===== src/rtl/uart_irq_pkg.sv =====
package uart_irq_pkg;

    localparam int ID_W      = 5;
    localparam int ID_LINE   = 0;
    localparam int ID_RXDATA = 1;
    localparam int ID_TMO    = 2;
    localparam int ID_TXSP   = 3;
    localparam int ID_MODEM  = 4;

    localparam int EN_W      = 4;
    localparam int EN_RX     = 0;
    localparam int EN_TX     = 1;
    localparam int EN_LINE   = 2;
    localparam int EN_MODEM  = 3;

    localparam int MODEM_W   = 4;
    localparam int LSR_W     = 8;
    localparam int CNT_W     = 10;
    localparam int LANE_W    = 2;

    // Error bits of the line-status byte: overrun, parity, framing, break, FIFO error
    localparam logic [LSR_W-1:0] LSR_ERR_MASK = 8'b1001_1110;

    typedef logic [ID_W-1:0] cause_t;

    function automatic cause_t gate_events(
        input logic            line_evt,
        input logic            rxd_evt,
        input logic            tmo_evt,
        input logic            txs_evt,
        input logic            mdm_evt,
        input logic [EN_W-1:0] en
    );
        cause_t v;
        v            = '0;
        v[ID_LINE]   = line_evt & en[EN_LINE];
        v[ID_RXDATA] = rxd_evt  & en[EN_RX];
        v[ID_TMO]    = tmo_evt  & en[EN_RX];
        v[ID_TXSP]   = txs_evt  & en[EN_TX];
        v[ID_MODEM]  = mdm_evt  & en[EN_MODEM];
        return v;
    endfunction

endpackage


===== src/rtl/uart_irq_modem.sv =====
module uart_irq_modem #(
    parameter int N = 4,
    parameter int S = 2
) (
    input  logic         clk,
    input  logic         rst_n,
    input  logic [N-1:0] async_i,
    input  logic         clear_i,
    output logic [N-1:0] level_o,
    output logic [N-1:0] delta_o,
    output logic         change_o
);

    typedef struct packed {
        logic [S-1:0][N-1:0] sync;
        logic [N-1:0]        prev;
        logic [N-1:0]        delta;
    } mdm_state_t;

    mdm_state_t st_d, st_q;
    logic [N-1:0] edge_w;

    always_comb begin
        st_d         = st_q;
        st_d.sync[0] = async_i;
        for (int s = 1; s < S; s++) begin
            st_d.sync[s] = st_q.sync[s-1];
        end
        st_d.prev  = st_q.sync[S-1];
        edge_w     = st_q.sync[S-1] ^ st_q.prev;
        st_d.delta = (st_q.delta & ~{N{clear_i}}) | edge_w;
    end

    always_ff @(posedge clk or negedge rst_n) begin
        if (!rst_n) st_q <= '0;
        else        st_q <= st_d;
    end

    assign level_o  = st_q.sync[S-1];
    assign delta_o  = st_q.delta;
    assign change_o = |edge_w;

    for (genvar i = 0; i < N; i++) begin : g_chk
        AST_EDGE_SETS_DELTA: assert property (@(posedge clk) disable iff (!rst_n)
            edge_w[i] |=> delta_o[i]);
        AST_DELTA_CLEARS: assert property (@(posedge clk) disable iff (!rst_n)
            (clear_i && !edge_w[i]) |=> !delta_o[i]);
    end

endmodule


===== src/rtl/uart_irq_pending.sv =====
module uart_irq_pending
    import uart_irq_pkg::*;
(
    input  logic   clk,
    input  logic   rst_n,
    input  cause_t set_i,
    input  cause_t clr_i,
    output cause_t pend_o
);

    typedef struct packed {
        cause_t pend;
    } pend_state_t;

    pend_state_t st_d, st_q;

    always_comb begin
        st_d = st_q;
        for (int i = 0; i < ID_W; i++) begin
            // an event in the clearing cycle wins
            st_d.pend[i] = set_i[i] | (st_q.pend[i] & ~clr_i[i]);
        end
    end

    always_ff @(posedge clk or negedge rst_n) begin
        if (!rst_n) st_q <= '0;
        else        st_q <= st_d;
    end

    assign pend_o = st_q.pend;

    for (genvar i = 0; i < ID_W; i++) begin : g_chk
        AST_SET_WINS: assert property (@(posedge clk) disable iff (!rst_n)
            set_i[i] |=> pend_o[i]);
        AST_CLEAR_TAKES: assert property (@(posedge clk) disable iff (!rst_n)
            (clr_i[i] && !set_i[i]) |=> !pend_o[i]);
        AST_HOLD_IDLE: assert property (@(posedge clk) disable iff (!rst_n)
            (!clr_i[i] && !set_i[i]) |=> $stable(pend_o[i]));
    end

endmodule


===== src/rtl/uart_irq_unit.sv =====
module uart_irq_unit
    import uart_irq_pkg::*;
#(
    parameter int SYNC_STAGES = 2
) (
    input  logic               clk,
    input  logic               rst_n,
    input  logic [MODEM_W-1:0] modem_in,
    input  logic [LSR_W-1:0]   lsr_in,
    input  logic [CNT_W-1:0]   rx_count,
    input  logic               ev_rxdata,
    input  logic               ev_timeout,
    input  logic               ev_txspace,
    input  logic [EN_W-1:0]    ier,
    input  logic               wr_en,
    input  logic [LANE_W-1:0]  wr_lane,
    input  logic [ID_W-1:0]    wr_data,
    output logic [31:0]        status,
    output logic               irq
);

    localparam int CNT_LO_W = 8;
    localparam int CNT_HI_W = CNT_W - CNT_LO_W;

    typedef struct packed {
        logic lsr_err_prev;
    } top_state_t;

    top_state_t st_d, st_q;

    logic               lsr_err_now;
    logic               line_evt;
    logic               clr_hit;
    cause_t             clr_mask;
    cause_t             set_vec;
    cause_t             pend;
    logic [MODEM_W-1:0] mdm_level;
    logic [MODEM_W-1:0] mdm_delta;
    logic               mdm_change;

    always_comb begin
        st_d              = st_q;
        lsr_err_now       = |(lsr_in & LSR_ERR_MASK);
        line_evt          = lsr_err_now & ~st_q.lsr_err_prev;
        st_d.lsr_err_prev = lsr_err_now;
        clr_hit           = wr_en && (wr_lane == '0);
        clr_mask          = clr_hit ? wr_data : '0;
        set_vec           = gate_events(line_evt, ev_rxdata, ev_timeout,
                                        ev_txspace, mdm_change, ier);
    end

    always_ff @(posedge clk or negedge rst_n) begin
        if (!rst_n) st_q <= '0;
        else        st_q <= st_d;
    end

    uart_irq_modem #(
        .N (MODEM_W),
        .S (SYNC_STAGES)
    ) u_modem (
        .clk      (clk),
        .rst_n    (rst_n),
        .async_i  (modem_in),
        .clear_i  (clr_mask[ID_MODEM]),
        .level_o  (mdm_level),
        .delta_o  (mdm_delta),
        .change_o (mdm_change)
    );

    uart_irq_pending u_pend (
        .clk    (clk),
        .rst_n  (rst_n),
        .set_i  (set_vec),
        .clr_i  (clr_mask),
        .pend_o (pend)
    );

    assign status = {rx_count[CNT_LO_W-1:0],
                     lsr_in,
                     mdm_level,
                     mdm_delta,
                     rx_count[CNT_W-1:CNT_W-CNT_HI_W],
                     1'b0,
                     pend};
    assign irq = |pend;

    AST_MODEM_NEEDS_EN: assert property (@(posedge clk) disable iff (!rst_n)
        $rose(status[ID_MODEM]) |-> $past(ier[EN_MODEM]));
    AST_LINE_NEEDS_EN: assert property (@(posedge clk) disable iff (!rst_n)
        $rose(status[ID_LINE]) |-> $past(ier[EN_LINE]));
    AST_IRQ_FALLS_ON_CLEAR: assert property (@(posedge clk) disable iff (!rst_n)
        $fell(irq) |-> $past(wr_en && wr_lane == '0));
    AST_OTHER_LANE_NO_CLEAR: assert property (@(posedge clk) disable iff (!rst_n)
        (wr_en && wr_lane != '0 && irq) |=> irq);

endmodule


===== config.mk =====
export PLATFORM = sky130hd
export DESIGN_NAME = uart_irq_unit
export DESIGN_NICKNAME = d
export VERILOG_FILES = /design/src/rtl/uart_irq_pkg.sv /design/src/rtl/uart_irq_modem.sv /design/src/rtl/uart_irq_pending.sv /design/src/rtl/uart_irq_unit.sv
export SDC_FILE = /design/constraint.sdc
export NUM_CORES = 1
export LEC_CHECK = 0
export BUFFER_PORTS_ARGS = -buffer_cell sky130_fd_sc_hd__buf_2
export CORE_ASPECT_RATIO = 1.5
export CORE_MARGIN = 10
export CORE_UTILIZATION = 35
export CTS_CLUSTER_DIAMETER = 80
export DETAILED_ROUTE_END_ITERATION = 10
export PLACE_DENSITY_LB_ADDON = 0.2
export SLEW_MARGIN = 15
export SYNTH_ARGS = -nofsm -noshare
export SYNTH_HDL_FRONTEND = slang
export SYNTH_SLANG_ARGS = --single-unit

===== constraint.sdc =====
create_clock -name clk -period 1.12 [get_ports clk]
set_input_delay 0.056 -clock clk [delete_from_list [all_inputs] [get_ports clk]]
set_output_delay 0.056 -clock clk [all_outputs]
set_load 0.005 [all_outputs]

* Word-level counts from Yosys, hierarchy flattened *
Index checks and enable logic that the tools add are counted.

storage, ports and cells
  bits in registers = 22
  input bits = 39
  word-level logic and storage cells = 38
  output and inout bits = 33

operators by class
  bitwise logic cells = 26
  reductions and logical operators = 5
  mux-type cells = 1

operator list
  cell                number
  1-bit AND           11
  5-bit OR reduction  2
  1-bit inverter      6
  5-bit 2-to-1 mux    1
  1-bit bitwise OR    5
  4-bit AND           1
  4-bit inverter      1
  4-bit bitwise OR    1
  4-bit OR reduction  1
  4-bit bitwise XOR   1
  2-bit zero test     1
  1-bit logical AND   1

* Logic depth before layout (Yosys ltp) *
  depth after elaboration = 6
  depth in mapped cells = 3
  mapped depth without buffers = 3

* Modules after synthesis *
A second synthesis with hierarchy kept.

second synthesis, totals
  cells, all modules = 91
  area total of the unflattened synthesis = 994.7 um2

modules (own cells, without submodules)
  module            cells each  times used  area an instance (um2)  seq. area each (um2)
  uart_irq_modem    37          1           536.8                   400.4
  uart_irq_unit     39          1           276.5                   25.0
  uart_irq_pending  15          1           181.4                   125.1

* Worst setup path after synthesis *
Ideal clock, no wire load.

  path type = reg-to-reg
  start = reg u_modem.st_q, in the netlist u_modem.level_o[2]
  end = reg u_pend.st_q, in the netlist u_pend.pend_o[4]
  period minus slack after synthesis = 1.191 ns
  arrival = 1.073 ns
  library setup time = 0.118 ns
  cell stages (with the launch flop) = 4
  path buffers = 0
  required time = 1.002 ns
  path slack = -0.071 ns
  cell sequence = dfrtp_1 > xor2_1 > o41a_1 > a21o_1

RTL lines
  what                    RTL line                source
  from (decl)             uart_irq_modem.sv:20    mdm_state_t st_d, st_q;
  from (signal assigned)  uart_irq_modem.sv:36    else st_q <= st_d;
  to (signal assigned)    uart_irq_pending.sv:27  else st_q <= st_d;
  to (decl)               uart_irq_pending.sv:15  pend_state_t st_d, st_q;

==> implementation parameters <==
Parameter                              Value

Status
  Run status ... finished with violations
  Failing checks ... setup timing

Setup path
  Cell count of the worst reg-to-reg path ... 3
  Worst EP required ... 1.32 ns
  CP endpoint kind ... register
  Startpoint type of the worst setup path ... register
  Critical path peak fanout ... 2
  Setup CP Type ... register to register
  Capture instance of the worst register-to-register path ... u_pend.pend_o[4]
  Reg2Reg Setup Slack ... -0.09 ns
  Worst EP arrival ... 1.42 ns
  Worst reg2reg path startpoint ... u_modem.st_q[6]

Global route
  Antenna violations before repair ... 0
  Gr usage total ... 8.24%
  Wire length of the first global-routing pass ... 3440 um
  GRT Residual Overflow ... 0
  Largest net degree at the start of global routing ... 23
  Vias in the first global route ... 741

Logic synthesis
  Post-synthesis area per instance ... 12.2 um^2
  Post-Syn Nets ... 116
  Synth Warn # ... 0
  Count of mapped cells out of synthesis ... 77
  Area of the mapped netlist ... 938 um^2
  Sequential cell area fraction in the yosys report ... 58.7%
  Number of distinct library cell variants in the gate-level netlist after synthesis ... 14
  Number of synthesized register bits ... 22

Routing
  Via density per instance ... 4.11
  Pre-antenna DRT Iters ... 3
  Number of antenna-violating nets in the routed design ... 0
  Post-Route WL ... 2080 um
  Total number of vias ... 654
  Average wire per cell in the routed design ... 13.1 um
  # DRC ... 0
  Iter 0 DRT Violations ... 8

Placed design
  Estimated wirelength of the detail-placed design ... 1620 um
  Final estimated routing congestion in global placement ... 0.721
  IO Port Bufs ... 44
  Worst slack at placement ... -0.0883 ns

Floorplan
  Total Die Area ... 5190 um^2
  Total number of placement rows ... 22
  Floorplan die height ... 83.4 um
  Initial standard-cell utilization of the core ... 37.5%
  Count of boundary I/O pins ... 72
  Core region area ... 2500 um^2
  Overall die width ... 62.3 um

Clock network
  Maximum number of buffers from clock root to sink ... 2
  Clock H-tree levels ... 1
  Root Driver ... sky130_fd_sc_hd__clkbuf_4
  Clock latency at the later pin of the worst-skew pair ... 0.30 ns
  CTS buffer count ... 3
  Number of sinks driven by the clock tree ... 22
  Clk pin slew, worst setup/hold paths ... 0.11 ns
  CTS tree ... done

Timing
  Final max-slew violation count ... 0
  Fmax ... 0.825 GHz
  Share of the cycle needed by the critical path after routing ... 108%
  Hold Violations, Final ... 0
  Minimum clock period after layout ... 1.21 ns
  Unrepaired setup endpoints after global routing ... yes
  Hold slack ... 0.0162 ns
  Min setup slack post-route ... -0.0927 ns
  Final count of negative-setup-slack endpoints ... 1
  Clock tree skew after final layout ... 0.00447 ns

Power
  Max VDD drop ... 0.583 mV
  Leakage power total ... 0.609 nW
  Overall power ... 1.53 mW
  Power density over the cells ... 1190 nW/um^2

Cells and area
  Nets ... 163
  Commonest cells after routing, fill and taps aside ... 44 x sky130_fd_sc_hd__buf_2, 22 x sky130_fd_sc_hd__dfrtp_1, 15 x sky130_fd_sc_hd__dlygate4sd3_1
  Growth of design area from synthesis to finish ... 36.4%
  Antenna cells ... 0
  Fraction of layout instances using a drive strength above 1 ... 51.2%
  Layout filler cell count ... 225
  Commonest non-fill, non-tap cell in the layout ... sky130_fd_sc_hd__buf_2

Hold path
  Min-Delay Path Depth ... 2
  End point of the most critical hold path ... u_pend.pend_o[0]
  Path class of the lowest-slack min-delay path ... input port to register
  Start point of the worst hold path ... ier[2]

Flow run
  Number of max-capacitance violations reported ... 0
critical path: stages, from the launching register on:
cell                      delay, ns
sky130_fd_sc_hd__dfrtp_1       0.39
sky130_fd_sc_hd__xor2_1        0.17
sky130_fd_sc_hd__o41a_1        0.41
sky130_fd_sc_hd__a21o_1        0.15
timing repair:
item | CTS | global route
gates cloned | 0 | 0
hold buffers | 15 | 0
pin swaps | 3 | 0
endpoints found under the setup margin | 2 | 3
hold endpoints to repair | 30 | 0
buffers inserted | 4 | 0
gates resized for setup | 1 | 2
power by group:
group	switching, mW	internal [mW]	total, mW
registers	0.0269	0.840	0.867
clock network	0.218	0.198	0.416
logic	0.0896	0.153	0.243
total	0.334	1.19	1.53
cells by family (layout without fill, tap and decap cells):
kind of cell    after synthesis  in the layout  synth area share (%)
buf+inv                      28             74                  22.0
compound gates               10             10                  9.20
xor+xnor                      4              4                  3.73
simple gates                 12             12                  6.00
flops                        22             22                  58.7
other cells                   1              1                 0.400
state kept, by name, summed over array words and instances (netlist names):
signal / cells
u_pend.pend_o: 5
u_modem.st_d: 4
u_modem.delta_o: 4
u_modem.level_o: 4
u_modem.st_q: 4
st_q: 1
area by class of cell:
| class | instances | area [um^2] | area share, % |
|---|---|---|---|
| clock buffer | 4 | 36.3 | 2.83 |
| inverter | 1 | 3.75 | 0.293 |
| multi-input combinational | 27 | 199 | 15.5 |
| sequential | 22 | 551 | 43.0 |
| tap | 36 | 45.0 | 3.52 |
| timing repair buffer | 69 | 445 | 34.8 |
worst max path at each step:
| stage | start | endpoint | cells after the start |
|---|---|---|---|
| global route | u_modem.st_q[7] | u_pend.pend_o[4] | 3 |
| global placement | u_modem.st_q[6] | u_pend.pend_o[4] | 3 |
| finish | u_modem.st_q[6] | u_pend.pend_o[4] | 3 |
| floorplan | u_modem.level_o[2] | u_pend.pend_o[4] | 3 |
| detailed placement | u_modem.st_q[6] | u_pend.pend_o[4] | 3 |
| CTS | u_modem.st_q[6] | u_pend.pend_o[4] | 3 |
layer usage:
layer  GRT usage, %  part of all wire, %
met5              0                    0
met4           4.27                 0.72
met3           4.44                   10
met2           13.2                   53
met1           8.42                   36
Yosys cell counts, drive strengths merged:
cell | instances | share of area [%]
a21o | 5 | 4.1
a22o | 3 | 2.8
a32o | 1 | 1.1
buf | 27 | 22
conb | 1 | 0.40
dfrtp | 22 | 59
inv | 1 | 0.40
nand2 | 7 | 2.8
nor2 | 2 | 0.80
nor3 | 2 | 1.1
nor3b | 1 | 1.3
o41a | 1 | 1.2
xor2 | 4 | 3.7
stage by stage:
step	utilization, %	instances	area, um^2	setup TNS (ns)
after global routing	51.1	159	1280	-0.239
after global placement	41.8	136	1050	-0.0751
final	51.1	159	1280	-0.0927
after detailed placement	41.8	136	1050	-0.0883
after CTS	50.7	159	1270	-0.101
after floorplan	-	77	938	-0.0711
Note: power is estimated with default switching activity, not from simulation.
